$ cat config.mk
export PLATFORM = sky130hd
export DESIGN_NAME = swfc_matcher
export DESIGN_NICKNAME = d
export VERILOG_FILES = /design/src/rtl/swfc_matcher.sv
export SDC_FILE = /design/constraint.sdc
export NUM_CORES = 1
export LEC_CHECK = 0
export ABC_AREA = 0
export BUFFER_PORTS_ARGS = -buffer_cell sky130_fd_sc_hd__clkbuf_2
export CAP_MARGIN = 20
export CORE_MARGIN = 2
export CORE_UTILIZATION = 45
export CTS_CLUSTER_DIAMETER = 100
export DETAILED_ROUTE_END_ITERATION = 8
export GPL_TIMING_DRIVEN = 0
export HOLD_SLACK_MARGIN = 0.12
export PLACE_DENSITY = 0.65
export SYNTH_ARGS = -nofsm -noshare
export SYNTH_HDL_FRONTEND = slang
export SYNTH_SLANG_ARGS = --single-unit
$ cat constraint.sdc
create_clock -name clk -period 2.9 [get_ports clk]
set_clock_uncertainty 0.15 [all_clocks]
set_input_delay 0.29 -clock clk [delete_from_list [all_inputs] [get_ports clk]]
set_output_delay 0.29 -clock clk [all_outputs]
set_load 0.02 [all_outputs]
$ cat src/rtl/swfc_matcher.sv
module swfc_matcher #(
  parameter int DW = 8,
  parameter logic [DW-1:0] UNLOCK = 8'hBF
) (
  input  logic          clk,
  input  logic          rst_n,
  input  logic          reg_wr,
  input  logic          reg_rd,
  input  logic [2:0]    reg_addr,
  input  logic [DW-1:0] reg_wdata,
  output logic [DW-1:0] reg_rdata,
  input  logic          rx_valid,
  input  logic [DW-1:0] rx_data,
  output logic          tx_hold,
  output logic          xoff_irq
);
  localparam logic [2:0] A_IER = 3'd0, A_MODE = 3'd1, A_IIR = 3'd2, A_LCR = 3'd3;
  localparam logic [DW-1:0] IIR_NONE = DW'(8'h01);
  localparam logic [DW-1:0] IIR_XOFF = DW'(8'h10);

  logic [DW-1:0] lcr_q, ier_q, mode_q, last_q;
  logic [DW-1:0] chr_q [4];
  logic          last_vld, hold_q, pend_q;

  wire unlocked = (lcr_q == UNLOCK);
  wire two_byte = mode_q[0];
  wire irq_en   = ier_q[5];
  wire iir_rd   = reg_rd && reg_addr == A_IIR;

  wire xon_hit  = rx_valid && (two_byte
                  ? (last_vld && last_q == chr_q[0] && rx_data == chr_q[1])
                  : (rx_data == chr_q[0]));
  wire xoff_hit = rx_valid && (two_byte
                  ? (last_vld && last_q == chr_q[2] && rx_data == chr_q[3])
                  : (rx_data == chr_q[2]));

  always_ff @(posedge clk) begin
    if (!rst_n) begin
      lcr_q  <= '0;
      ier_q  <= '0;
      mode_q <= '0;
    end else if (reg_wr) begin
      case (reg_addr)
        A_IER:   ier_q  <= reg_wdata;
        A_MODE:  mode_q <= reg_wdata;
        A_LCR:   lcr_q  <= reg_wdata;
        default: ;
      endcase
    end
  end

  for (genvar i = 0; i < 4; i++) begin : g_chr
    always_ff @(posedge clk) begin
      if (!rst_n)
        chr_q[i] <= '0;
      else if (reg_wr && unlocked && reg_addr == 3'(4 + i))
        chr_q[i] <= reg_wdata;
    end
  end

  always_ff @(posedge clk) begin
    if (!rst_n) begin
      last_q   <= '0;
      last_vld <= 1'b0;
    end else if (rx_valid) begin
      last_q   <= rx_data;
      last_vld <= 1'b1;
    end
  end

  always_ff @(posedge clk) begin
    if (!rst_n)        hold_q <= 1'b0;
    else if (xoff_hit) hold_q <= 1'b1;
    else if (xon_hit)  hold_q <= 1'b0;
  end

  always_ff @(posedge clk) begin
    if (!rst_n)                  pend_q <= 1'b0;
    else if (xoff_hit && irq_en) pend_q <= 1'b1;
    else if (iir_rd)             pend_q <= 1'b0;
  end

  always_comb begin
    case (reg_addr)
      A_IER:   reg_rdata = ier_q;
      A_MODE:  reg_rdata = mode_q;
      A_IIR:   reg_rdata = pend_q ? IIR_XOFF : IIR_NONE;
      A_LCR:   reg_rdata = lcr_q;
      default: reg_rdata = unlocked ? chr_q[reg_addr[1:0]] : '0;
    endcase
  end

  assign tx_hold  = hold_q;
  assign xoff_irq = pend_q & irq_en;


  hold_idle_chk: assert property (@(posedge clk) disable iff (!rst_n)
    !rx_valid |=> $stable(tx_hold));

  hold_rise_chk: assert property (@(posedge clk) disable iff (!rst_n)
    $rose(tx_hold) |-> $past(rx_valid));

  locked_wr_chk: assert property (@(posedge clk) disable iff (!rst_n)
    (reg_wr && !unlocked && reg_addr[2]) |=>
      ($stable(chr_q[0]) && $stable(chr_q[1]) && $stable(chr_q[2]) && $stable(chr_q[3])));

  pend_en_chk: assert property (@(posedge clk) disable iff (!rst_n)
    $rose(pend_q) |-> $past(ier_q[5]));

  iir_clr_chk: assert property (@(posedge clk) disable iff (!rst_n)
    (iir_rd && !xoff_hit) |=> !pend_q);

  xoff_wins_chk: assert property (@(posedge clk) disable iff (!rst_n)
    xoff_hit |=> tx_hold);
endmodule

==> After elaboration in Yosys (flattened, before gate mapping) <==
Memory sizes are Yosys's and may differ from the RTL's.
Cells that the tools add are included.
{ "classes": {"eq_ne": 14, "n_mux": 26, "bitwise": 5, "n_reduce_logical": 19} }
{ "ops": {"columns": ["operator", "n"], "rows": [
  ["== test 8 bit", 6],
  ["two-way mux 8 bit", 5],
  ["case mux 8 bit (4 select lines)", 1],
  ["two-way mux 1 bit", 19],
  ["logical AND 1 bit", 13],
  ["== test 3 bit (second input constant)", 4],
  ["== test 8 bit (second input constant)", 1],
  ["== test 3 x 2 -> 1 bit (second input constant)", 2],
  ["AND reduction 2 bit", 3],
  ["two-way mux 5 bit", 1],
  ["OR 1 bit", 4],
  ["nonzero test 2 bit", 2],
  ["== test 3 x 1 -> 1 bit (second input constant)", 1],
  ["logical NOT 3 bit", 1],
  ["bitwise AND 1 bit", 1]
]} }
{ "word_totals": {"ff_bits": 35, "ram_bits": 32, "inputBits": 24, "mem_count": 1} }
{ "mem_list": {"columns": ["name", "depth", "word_bits", "rd", "rd_ports_with_merged_regs", "write_ports", "line_no", "rtl"], "rows": [
  ["chr_q", 4, 8, 5, 0, 4, "22", "logic [DW-1:0] chr_q [4];"]
]} }

==> Logic depth before layout (Yosys ltp) <==
Gate-level depths: netlist (run 1).
{ "logic_depth": {"depth_word": 7, "depth_mapped": 7, "depth_no_buf": 5} }

==> Worst setup path after synthesis (run 1) <==
No wires, ideal clock.
{ "synth_timing": {"kind": "register -> register", "from": "reg lcr_q[3]", "to": "mem chr_q[1][0] (enable)", "arrival_ps": 1640, "required_ps": 2363, "path_slack_ps": 724, "stages_incl_launch_ff": 4, "n_path_buf": 0, "path_cell_list": "dfxtp_1 nand4_2 or3_4 o31ai_1"} }
{ "synth_rtl": {"columns": ["element", "line_no", "rtl"], "rows": [
  ["from (decl)", "21", "logic [DW-1:0] lcr_q, ier_q, mode_q, last_q;"],
  ["from (signal assigned)", "46", "A_LCR: lcr_q <= reg_wdata;"],
  ["to (decl)", "22", null]
]} }

==> results of run 1 <==
how the worst max path moves through the flow:
stage / start / end / slack (ns) / depth (start not counted)
6_report: lcr_q[1] / chr_q[2][6] / 0.56 / 5
4_1_cts: lcr_q[6] / chr_q[2][0] / 0.20 / 4
5_1_grt: lcr_q[1] / chr_q[2][3] / 0.39 / 5
3_5_place_dp: lcr_q[3] / chr_q[2][6] / 0.20 / 4
3_3_place_gp: reg_addr[0] / chr_q[0][7] / -0.02 / 6
2_1_floorplan: lcr_q[3] / chr_q[1][0] / 0.72 / 3
per-stage QoR:
step	instance area [um2]	worst slack (ns)	hold slack [ns]	util, %	setup TNS, ns
after floorplan	3686	0.7235	0.2748	-	0
after global placement	3938	-0.02116	0.2881	48.65	-0.1672
after detailed placement	3945	0.2023	0.2935	48.75	0
after CTS	4163	0.1969	0.1241	51.44	0
after global routing	4180	0.3872	0.1357	51.65	0
final	4180	0.5559	0.1231	51.65	0
placed cells by master, fill, tap and decap left out, types with 3 or more instances in the layout:
master	synthesis	final
a22oi_1	6	6
xnor2_1	44	44
edfxtp_1	32	32
buf_2	13	14
nor2b_1	17	17
o21ai_0	3	3
inv_1	3	3
mux2i_1	16	16
nand4_1	7	7
dlygate4sd3_1	0	3
mux4_2	10	10
clkbuf_2	0	25
mux2_2	6	6
clkbuf_8	0	10
nand2_1	39	39
a21boi_0	14	14
clkbuf_1	6	10
xor2_1	4	4
and2_1	33	33
nor3_1	4	4
nand3_1	6	6
dfxtp_1	35	35
nor3_4	3	3
o2bb2ai_1	6	6
synthesized netlist by cell type:
cell and count:
xnor2_1 44, nand2_1 39, dfxtp_1 35, and2_1 33, edfxtp_1 32, nor2b_1 17
mux2i_1 16, a21boi_0 14, buf_2 13, mux4_2 10, nand4_1 7, a22oi_1 6
clkbuf_1 6, mux2_2 6, nand3_1 6, o2bb2ai_1 6, nor3_1 4, xor2_1 4
inv_1 3, nor3_4 3, o21ai_0 3, a21boi_1 2, a22o_1 2, nor2_1 2
nor3_2 2, o21a_1 2, o31ai_1 2, a21oi_1 1, a31o_2 1, a41o_1 1
buf_4 1, buf_6 1, nand2_2 1, nand2b_1 1, nand3b_1 1, nand4_2 1
nor2_2 1, nor4_1 1, nor4_4 1, o311a_1 1, or2_2 1, or3_1 1
or3_4 1
sequential cells by signal, indices dropped and copies added (netlist names):
signal,cells
last_q,8
pend_q,1
last_vld,1
ier_q,8
mode_q,8
lcr_q,8
chr_q,32
tx_hold,1
metal layers:
layer | wire (um) | up-vias | global-route usage [%]
met5 | 0 | - | 0
met4 | 156 | 0 | 5.556
met2 | 4295 | 63 | 35.60
met3 | 375 | 11 | 4.469
li1 | - | 1266 | -
met1 | 3940 | 1216 | 28.40
worst max-delay path, cell delays in order, from the launching register on:
cell	delay, ns
dfxtp_1	0.39
nand4_2	0.15
nor3_4	0.42
nand2_2	0.17
o21ai_0	0.48
buf_2	0.28
report_power, final:
| group | switching [mW] | internal, mW |
|---|---|---|
| logic | 0.127 | 0.105 |
| registers | 0.0290 | 1.02 |
| clock network | 0.347 | 0.421 |
what timing repair did:
item / CTS / global route
endpoints found under the hold margin: 6 / 0
setup endpoints to repair: 0 / 0
hold buffers: 3 / 0
area by class of cell:
type	count	share of cell area (%)
sequential	67	39.75
inverter	3	0.2694
multi-input combinational	244	45.62
clock inverter	2	0.8381
timing repair buffer	31	4.190
clock buffer	14	3.652
tap	105	3.143
buffer	21	2.544
cell families (layout without fill, tap and decap cells):
family,count (synthesis),in the layout,synth area share [%]
flip-flops,67,67,45.08
buffers and inverters,24,71,3.191
multiplexers,32,32,12.29
AO/OA/AOI/OAI,41,41,8.519
XOR/XNOR,48,48,11.41
AND/OR/NAND/NOR,123,123,19.52
==> flow_summary_export.csv, run 1 <==
group,metric,value,unit
global_route,gr-total-overflow,0,
worst_setup_path,worstPathArrival,2.24,ns
layout,multi_input_area,1907,um2
floorplan,ioPinCount,34,
placed_design,place_congestion,0.8926,
worst_setup_path,crit_fanout,9,
sta,timing.final.crit_period,2.344,ns
placed_design,place_hpwl,6831,um
floorplan,fp.dieH,94.51,um
power_and_ir_drop,ir_worst_vdd,0.0002520,V
power_and_ir_drop,power_density,490.0,nW/um2
route,via_count,2556,
sta,finalCritPeriodShare,80.83,%
route,viasPerCell,5.248,
flow_run,maxCapViolCount,0,
floorplan,start_util,45.55,%
worst_setup_path,cp-end-kind,"flip-flop",
worst_setup_path,rr_worst_depth,5,
worst_setup_path,r2r_end,"chr_q[2][6]",
power_and_ir_drop,p_leak,1.487,nW
floorplan,core,8093,um2
clock_network,worstSkewPairLatency,0.34,ns
run_status,status,"completed",
worst_setup_path,r2r_slack,0.56,ns
sta,final-max-slew-violation-count,0,
global_route,grt_start_max_net_pins,11,
route,antenna_left,0,
floorplan,rows,33,
route,drt_pre_antenna_iters,4,
synth,synth_top_area_share,26.07,%
synth,synth_top_cell_by_area,"edfxtp_1",
worst_setup_path,crit_type,"reg2reg",
worst_setup_path,reg2reg_from,"lcr_q[1]",
sta,setup_viol,0,
route,wire_per_inst,18.00,um
power_and_ir_drop,p_total,2.048,mW
layout,drive_above_1_share,21.73,%
synth,seq_area_frac_synth,45.08,%
synth,syn_inst,335,
route,drc,0,
synth,ys_types,43,
worst_setup_path,cp.required,2.80,ns
clock_network,htree_levels,3,
layout,fin_cells,487,
min_path,whs_path_depth,3,
global_route,grt_pass1_vias,2610,
clock_network,post_cts_resized,0,
route,drtIter0Drc,167,
sta,hold_viol_final,0,
floorplan,die_area,8931,um2
global_route,grt_use_total,21.33,%
synth,syn_area,3686,um2
sta,rsz0062_at_grt,"false",
clock_network,cts_tree,"done",
clock_network,clk_path_buf_depth,2,
synth,synth_fp_nets,359,
placed_design,dp.cells,465,
worst_setup_path,start_kind,"flip-flop",
synth,ys_ff_latch,67,
synth,ys_warn_count,0,
global_route,grt_pass1_wl,14010,um
layout,area_growth,13.41,%
clock_network,post_cts_buffers,0,
min_path,whs_endpoint,"ier_q[5]",
clock_network,clk_pin_slew,0.07,ns
layout,register_area,1662,um2
clock_network,numCtsBuffers,9,
min_path,hp-start,"reg_wdata[5]",
synth,ys_top_cells_by_area,"edfxtp_1, dfxtp_1, xnor2_1",
clock_network,ctsRootBufferMaster,"clkbuf_8",
sta,slew_headroom,57.20,%
synth,syn-mean-instance-area,11.00,um2
min_path,hp-class,"in2reg",
sta,worst_pin_slew,0.6353,ns
floorplan,die_w,94.51,um
layout,antenna_cells,0,
global_route,antenna_found_initial,0,
sta,fmax,0.4266,GHz
clock_network,cts_sinks,67,
layout,fill_cells,741,
placed_design,port_buffers,24,
route,drt-total-wl,8767,um
layout,nets,401,
Power figures use the tool's default switching activity.
==> run 2: changes to the inputs <==
Clock period 2.9 ns to 2.4 ns, I/O delays scaled along.
==> flow_summary_export.csv, run 2 (synthesis gave the netlist of run 1 again) <==
group,metric,value,unit
run_status,status,"completed",
sta,final-max-slew-violation-count,0,
layout,antenna_cells,0,
sta,fmax,0.4412,GHz
layout,area_growth,15.72,%
layout,largest_register_ffs,32,
clock_network,clk_path_buf_depth,2,
floorplan,die_area,8931,um2
layout,register_area,1662,um2
layout,fin_cells,493,
clock_network,numCtsBuffers,9,
placed_design,dp.cells,465,
route,drtIter0Drc,154,
power_and_ir_drop,ir_worst_vdd,0.0003033,V
worst_setup_path,slowest_stage,"nor2_1",
worst_setup_path,rr_worst_depth,3,
route,antenna_left,0,
worst_setup_path,reg2reg_from,"lcr_q[1]",
clock_network,cts_tree,"done",
layout,regMostFlops,"chr_q",
worst_setup_path,path_common_cell,"clkbuf_2",
sta,hold_viol_final,0,
route,wl_met1,4043,um
layout,fill_cells,734,
global_route,grt_use_total,21.40,%
layout,final_cell_mix,"xnor2_1, nand2_1, dfxtp_1",
clock_network,ctsRootBufferMaster,"clkbuf_8",
worst_setup_path,path_depth,7,
sta,setup_viol,0,
route,wl_met2,4311,um
layout,nets,407,
layout,finalInstanceArea,4265,um2
global_route,antenna_found_initial,0,
worst_setup_path,crit_fanout,10,
global_route,grt_pass1_wl,14060,um
floorplan,fp.dieH,94.51,um
worst_setup_path,cp-endpoint,"reg_rdata[7]",
worst_setup_path,r2r_slack,0.25,ns
layout,multi_input_area,1919,um2
route,wire_per_inst,17.85,um
clock_network,htree_levels,3,
floorplan,ioPinCount,34,
worst_setup_path,worstPathArrival,1.88,ns
sta,worst_pin_slew,0.7375,ns
sta,slew_headroom,50.54,%
floorplan,die_w,94.51,um
global_route,grt_pass1_vias,2639,
sta,timing.final.crit_period,2.267,ns
clock_network,worstSkewPairLatency,0.34,ns
floorplan,core,8093,um2
min_path,hp-class,"in2reg",
placed_design,placed_area,3945,um2
worst_setup_path,cpPeakStageDelay,0.48,ns
route,drt_pre_antenna_iters,4,
route,topRoutingLayerUsed,"met4",
clock_network,post_cts_buffers,0,
worst_setup_path,worst-path-buf-inv,4,
sta,whs,0.1331,ns
worst_setup_path,path_cells,"clkbuf_2 > buf_6 > buf_4 > nor2_1 > a22oi_1 > o2bb2ai_1 > clkbuf_2",
worst_setup_path,startpoint,"reg_addr[0]",
flow_run,maxCapViolCount,0,
sta,fin_setup_tns,0,ns
worst_setup_path,r2r_end,"chr_q[1][0]",
sta,finalCritPeriodShare,94.45,%
global_route,gr-total-overflow,0,
layout,final_common_cell,"xnor2_1",
worst_setup_path,crit_type,"in2out",
sta,rsz0062_at_grt,"false",
power_and_ir_drop,power_density,581.5,nW/um2
worst_setup_path,path_delay_family,"buffers and inverters",
layout,drive_above_1_share,21.39,%
placed_design,place_hpwl,6831,um
floorplan,rows,33,
route,drc,0,
route,via_count,2583,
route,drt-total-wl,8800,um
worst_setup_path,cp.required,2.01,ns
worst_setup_path,cp-end-kind,"output port",
global_route,grt_start_max_net_pins,11,
route,wl_met3,328,um
clock_network,clk_pin_slew,0.07,ns
route,viasPerCell,5.239,
power_and_ir_drop,p_leak,1.515,nW
worst_setup_path,start_kind,"input port",
placed_design,place_congestion,0.8926,
placed_design,port_buffers,24,
clock_network,cts_sinks,67,
floorplan,start_util,45.55,%
run 2: cell count changes in the layout (fill, tap and decap cells not counted), sizes merged:
| cell | previous run | this run |
|---|---|---|
| clkbuf | 46 | 44 |
| buf | 17 | 16 |
| dlygate4sd3 | 3 | 12 |
run 2: where the power goes:
| part | leakage [nW] | internal (mW) | switching, mW |
|---|---|---|---|
| clock | 0.0947 | 0.509 | 0.414 |
| combinational | 0.806 | 0.135 | 0.156 |
| sequential | 0.615 | 1.23 | 0.0350 |
run 2: metal layers:
| layer | vias to the layer above | track usage, % |
|---|---|---|
| li1 | 1275 | - |
| met1 | 1237 | 28.45 |
| met2 | 61 | 35.77 |
| met3 | 10 | 4.469 |
| met4 | 0 | 5.556 |
| met5 | - | 0 |
run 2: cell type report:
cell class | count | area share, %
clock inverters | 2 | 0.8214
plain buffers | 21 | 2.493
clock buffers | 14 | 3.579
flip-flops and latches | 67 | 38.96
inverters | 3 | 0.2640
multi-input cells | 244 | 45.00
repair buffers | 37 | 5.808
well taps | 105 | 3.080
run 2: how the worst min path moves through the flow:
| stage | startpoint | to | slack, ns | depth (start not counted) |
|---|---|---|---|---|
| 3_5_place_dp | last_vld | last_vld | 0.29 | 1 |
| 3_3_place_gp | last_vld | last_vld | 0.29 | 1 |
| 6_report | rx_data[7] | last_q[7] | 0.13 | 3 |
| 2_1_floorplan | reg_wdata[4] | ier_q[4] | 0.22 | 2 |
| 5_1_grt | rx_data[7] | last_q[7] | 0.13 | 3 |
| 4_1_cts | rx_data[7] | last_q[7] | 0.13 | 3 |
run 2: worst register-to-register path, stage by stage, from the launching register on:
cell and delay (ns):
dfxtp_1 0.39, nand4_2 0.15, or3_4 0.44, o31ai_2 0.66
run 2: repair_timing:
action / in CTS / in global routing
gates resized for setup: 3 / 3
pin swaps: 0 / 0
endpoints found under the setup margin: 24 / 20
endpoints found under the hold margin: 21 / 0
hold buffers: 12 / 0
run 2: through the flow:
stage                     utilization [%]  setup WS (ns)  power (mW)
after CTS                           52.61        0.05015       2.502
after detailed placement            48.75        -0.2977       1.567
after global placement              48.65        -0.4712       1.561
final                               52.71         0.1332       2.480
after floorplan                         -         0.2235       1.473
after global routing                52.71        0.04228       2.593
